`config.mk`:
```
export PLATFORM = sky130hd
export DESIGN_NAME = sram_dual_sel
export DESIGN_NICKNAME = d
export VERILOG_FILES = /design/src/rtl/sram_dual_sel.sv
export SDC_FILE = /design/constraint.sdc
export NUM_CORES = 2
export LEC_CHECK = 0
export ABC_CLOCK_PERIOD_IN_PS = 5200
export BUFFER_PORTS_ARGS = -buffer_cell sky130_fd_sc_hd__buf_4
export CORE_MARGIN = 2
export CORE_UTILIZATION = 40
export CTS_CLUSTER_DIAMETER = 100
export CTS_CLUSTER_SIZE = 28
export DETAILED_ROUTE_END_ITERATION = 16
export PLACE_DENSITY = 0.56
export SYNTH_ARGS = -nofsm -noshare
export SYNTH_HDL_FRONTEND = slang
export SYNTH_SLANG_ARGS = --single-unit
```
`constraint.sdc`:
```
create_clock -name clk -period 5.2 [get_ports clk]
set_clock_uncertainty 0.05 [all_clocks]
set_input_delay 1.04 -clock clk [delete_from_list [all_inputs] [get_ports clk]]
set_output_delay 1.04 -clock clk [all_outputs]
set_load 0.02 [all_outputs]
```
`src/rtl/sram_dual_sel.sv`:
```
module sram_dual_sel #(
  parameter int ADDR_W     = 10,
  parameter int DATA_W     = 4,
  parameter bit WRITE_THRU = 1'b1
) (
  input  logic              clk,
  input  logic              rst_n,
  input  logic              sel_a_n,
  input  logic              sel_b_n,
  input  logic              wr_n,
  input  logic              oe_n,
  input  logic [ADDR_W-1:0] addr,
  input  logic [DATA_W-1:0] din,
  output logic [DATA_W-1:0] dout,
  output logic              dout_en,
  output logic              pdown
);
  localparam int DEPTH = 1 << ADDR_W;

  logic [DATA_W-1:0] mem [DEPTH];
  logic [DATA_W-1:0] rd_q;
  logic              wr_act_q;
  logic              en_q;
  logic              pd_q;

  wire sel    = ~sel_a_n & ~sel_b_n;
  wire wr_act = sel & ~wr_n;
  wire commit = wr_act_q & ~wr_act;
  wire drive  = sel & ~oe_n & (WRITE_THRU | wr_n);

  always_ff @(posedge clk)
    if (commit) mem[addr] <= din;

  always_ff @(posedge clk or negedge rst_n)
    if (!rst_n) begin
      wr_act_q <= 1'b0;
      en_q     <= 1'b0;
      pd_q     <= 1'b1;
      rd_q     <= '0;
    end else begin
      wr_act_q <= wr_act;
      en_q     <= drive;
      pd_q     <= ~sel;
      if ((WRITE_THRU && wr_act) || commit) rd_q <= din;
      else                                  rd_q <= mem[addr];
    end

  assign dout    = en_q ? rd_q : '0;
  assign dout_en = en_q;
  assign pdown   = pd_q;
endmodule


```
* Word-level counts from Yosys, hierarchy flattened
Memory sizes are Yosys's and may differ from the RTL's.
Index checks and enable logic that the tools add are counted.
** Word-level totals
- Bits in registers :: 7
- RAM bits :: 4096
- Input port bits :: 20
- Output and inout bits :: 6
- Word-level logic and storage cells :: 20
- Memories kept :: 1
** Operators by class
- Multiplexer cells :: 4
- Bitwise logic cells :: 10
- Reduce and logical (&&, ||, !) cells :: 1
** Memory list
- mem :: words 1024, width 4, read ports 1, clocked after Yosys merged registers in 0, wr ports 1, line 20 : logic [DATA_W-1:0] mem [DEPTH];
** Operators with widths (number)
- 4-bit 2-to-1 mux :: 2
- 1-bit inverter :: 6
- 1-bit AND :: 4
- 1-bit 2-to-1 mux :: 2
- 1-bit logical OR :: 1

* Longest topological paths before layout
- Depth in word-level cells :: 7
- Mapped depth :: 15
- Mapped depth without buffers :: 8

* Worst setup path before layout
OpenSTA, ideal clock, no wires.
- Kind :: in2reg
- Start :: in addr[1]
- End :: mem mem[159][0], enable pin
- Library setup time :: 0.329 ns
- Data arrival time :: 3.170 ns
- Data required time :: 4.821 ns
- Setup slack :: 1.651 ns
- Cell stages on the path :: 11
- Buffers on the path :: 7
- Cells stage by stage :: buf_2 > buf_4 > buf_4 > buf_4 > buf_2 > buf_2 > nand2_1 > nor2_1 > nand2_1 > clkbuf_1 > nor2_1
** RTL lines
- start: declaration :: line 12 : input logic [ADDR_W-1:0] addr,
- end: declaration :: line 20
No word-level cell before the write port.

* Final worst setup path
- Start :: in addr[4]
- End :: reg rd_q[1]
** Between the ends
- Cells in the longest elaborated chain, start to end :: 2
** RTL lines
- memory 1024 x 4 bit
- 4-bit 2-to-1 mux :: line 44 : if ((WRITE_THRU && wr_act) || commit) rd_q <= din;
- end signal: assignment :: line 44
- end signal: assignment :: line 45 : else rd_q <= mem[addr];
- end: declaration :: line 21 : logic [DATA_W-1:0] rd_q;
No other way between the ends.

==> impl_metrics.toml <==
[clock_network]
cts_sinks = 4103
cts_hold_buf = 1
cts_max_level = 4
root_buffer = "clkbuf_16"
clk_latency_ps = 940
cts_setup_buffers = 0
cts_tree = "done"
clkTransAtPathRegs_ps = 100
clk_path_buf_depth = 4
numCtsBuffers = 171
cts_resized = 0

[place]
pre_cts_slack_ps = 120
hpwlAfterDp_um = 321000
numPortBuffers = 25
finalWeightedCongestion = 0.888

[timing]
worst_slack_ps = 1010
setup_viol = 0
report.final.slew_viol_count = 0
clock.fmax_mhz = 239
max_slew.worst_pin.slew_ps = 1370
fin_crit_ps = 4190
slew_headroom_pct = 8.69
hold_violations = 0
rsz0062_at_grt = "no"
min_period_over_period_pct = 80.6
worst_hold_slack_ps = 187

[synthesis]
synth-seq-cells = 4103
synth-edff-count = 4096
synth_warnings = 0
syn_area_um2 = 161000
ys.flop_type = "edfxtp_1"
ys_seq_area_share_pct = 76.5
synth_cell_types = 74
synthCells = 8843
syn_avg_cell_area_um2 = 18.2
syn-num-nets = 8863
synthArstFlopShare_pct = 0.171

[worst_setup_path]
path_cells = "buf_4 -> nand4bb_4 -> buf_4 -> o22ai_1 -> nor4_1 -> nand2_1 -> a21oi_1 -> nor4_1 -> buf_4 -> a2111oi_0 -> a21oi_1"
r2r_slack_ps = 1840
timing.critical_path.required_ps = 5970
slowest_delay_ps = 620
critical_path_class = "primary input to register"
slowest_stage = "a2111oi_0"
cp_num_buf_inv = 3
r2r_cells = 9
crit_family = "compound AO/OA/AOI/OAI gates"
cp.arrival_ps = 4960
cp_common_cell = "buf_4"
reg2reg_from = "mem[146][0]"
rr_endpoint = "rd_q[0]"
start_kind = "primary input"
cp_max_fo = 20
crit_path_end_kind = "register"

[floorplanning]
dieArea_um2 = 407000
die_x_um = 638
die_h_um = 638
num_rows = 232
start_util_pct = 40.2
io-pin-count = 26
core_area_um2 = 400000

[run_status]
status = "finished clean"

[route]
via_count = 88000
drtIter0Drc = 13400
ant_nets = 0
wl_per_cell_um = 36.2
routed_wl_um = 514000
drcViolationCount = 0
vias_per_cell = 6.19
dr.pass1.iters = 6

[layout]
syn_to_final_growth_pct = 8.63
fillers = 34400
nNetsFinal = 8894
drive_above_1_share_pct = 13.5
final_cell_mix = "4096 x edfxtp_1, 1143 x mux2i_1, 1127 x nor2_1"
final_common_cell = "edfxtp_1"

[global_route]
grt_pass1_wl_um = 705000
track_usage_pct = 24.7
grt_max_degree = 196
grt_pass1_vias = 85200
grt-ovfl-total = 0
antenna_found_initial = 45

[worst_hold_path]
hp-start = "oe_n"
hold_path.class = "primary input to register"
holdPathEnd = "dout_en"
hold_path_depth = 2

[power]
powerDensity_nw_per_um2 = 321
peakVddDrop_mv = 0.251
p_leak_nw = 55.0
p_total_mw = 56.1

[job]
maxCapViolations = 0
==> final cells by class <==
cell class	instances	area, um2	area share, %
flip-flops and latches	4103	123000	70.5
multi-input cells	4105	35000	20.0
well taps	5265	6590	3.77
repair buffers	490	5310	3.04
clock buffers	200	4490	2.57
clock inverters	17	209	0.120
diodes	19	47.5	0.0272
inverters	3	11.3	0.00644
==> power breakdown <==
part | leakage, nW | internal (mW) | switching [mW]
logic | 15.8 | 1.04 | 2.29
registers | 36.9 | 36.3 | 0.0226
clock network | 2.30 | 6.31 | 10.1
total | 55.0 | 43.7 | 12.4
==> stage by stage <==
stage,instances,setup TNS (ps),util [%],instance area (um2)
floorplan,8843,0,-,161000
global placement,14000,-165,42.5,170000
detailed placement,14000,0,42.5,170000
CTS,14200,0,43.7,175000
global route,14200,0,43.7,175000
finish,14200,0,43.7,175000
==> per-layer routing <==
metal | global-route usage (%) | vias to the layer above | share of wire [%]
met5 | 0 | - | 0.017
li1 | - | 35200 | -
met2 | 38.5 | 5181 | 46
met1 | 35.2 | 46800 | 40
met4 | 8.12 | 14 | 3.8
met3 | 4.53 | 744 | 10
==> state kept, by name (all words and copies together), names as in the netlist <==
name,flops
dout_en,1
mem,4096
pdown,1
rd_q,4
wr_act_q,1
==> cells in the mapped netlist (5+ instances only) <==
| library cell | count | share of area [%] |
|---|---|---|
| a211oi_1 | 18 | 0.084 |
| a21oi_1 | 32 | 0.10 |
| a221oi_1 | 8 | 0.044 |
| a22o_1 | 9 | 0.049 |
| a22oi_1 | 140 | 0.65 |
| a31oi_1 | 22 | 0.086 |
| and2_1 | 6 | 0.023 |
| and3_1 | 9 | 0.035 |
| buf_1 | 15 | 0.035 |
| buf_12 | 5 | 0.062 |
| buf_2 | 254 | 0.79 |
| buf_4 | 52 | 0.24 |
| buf_6 | 25 | 0.17 |
| clkbuf_1 | 277 | 0.65 |
| dfrtp_1 | 6 | 0.093 |
| edfxtp_1 | 4096 | 76 |
| mux2_2 | 7 | 0.049 |
| mux2i_1 | 1143 | 7.1 |
| mux4_1 | 17 | 0.28 |
| mux4_2 | 443 | 6.2 |
| nand2_1 | 169 | 0.39 |
| nand3_1 | 62 | 0.19 |
| nand4_1 | 40 | 0.16 |
| nand4bb_1 | 5 | 0.035 |
| nor2_1 | 1129 | 2.6 |
| nor2b_1 | 9 | 0.035 |
| nor3_1 | 50 | 0.16 |
| nor4_1 | 120 | 0.47 |
| o2111ai_1 | 7 | 0.038 |
| o211ai_1 | 9 | 0.042 |
| o21ai_0 | 67 | 0.21 |
| o21bai_1 | 9 | 0.042 |
| o221ai_1 | 7 | 0.038 |
| o22ai_1 | 492 | 1.9 |
==> how the worst max path moves through the flow <==
stage                       start     endpoint  slack, ps  depth (start not counted)
after floorplan           addr[1]  mem[159][0]       1650                         11
after global placement    addr[0]      rd_q[0]       -170                         11
after detailed placement  addr[4]      rd_q[1]        120                         11
after CTS                 addr[4]      rd_q[1]       1150                         11
after global routing      addr[0]      rd_q[0]        920                         11
final                     addr[4]      rd_q[1]       1010                         11
==> worst reg2reg max path, stage by stage, from the launching register on <==
cell       delay, ps
edfxtp_1         390
mux2i_1          240
o22ai_1          130
nor4_1           420
nand2_1          160
a21oi_1          350
o2111ai_1        410
a2111oi_0        740
buf_4            220
a41oi_1          120
==> cells by family after synthesis <==
kind of cell	after synthesis	share of synthesized area (%)
flip-flops	4103	76.5
AO/OA/AOI/OAI	852	3.47
AND/OR/NAND/NOR	1643	4.36
multiplexers	1610	13.6
buffers and inverters	635	1.99
No activity file was read; power rests on OpenSTA's default activity.
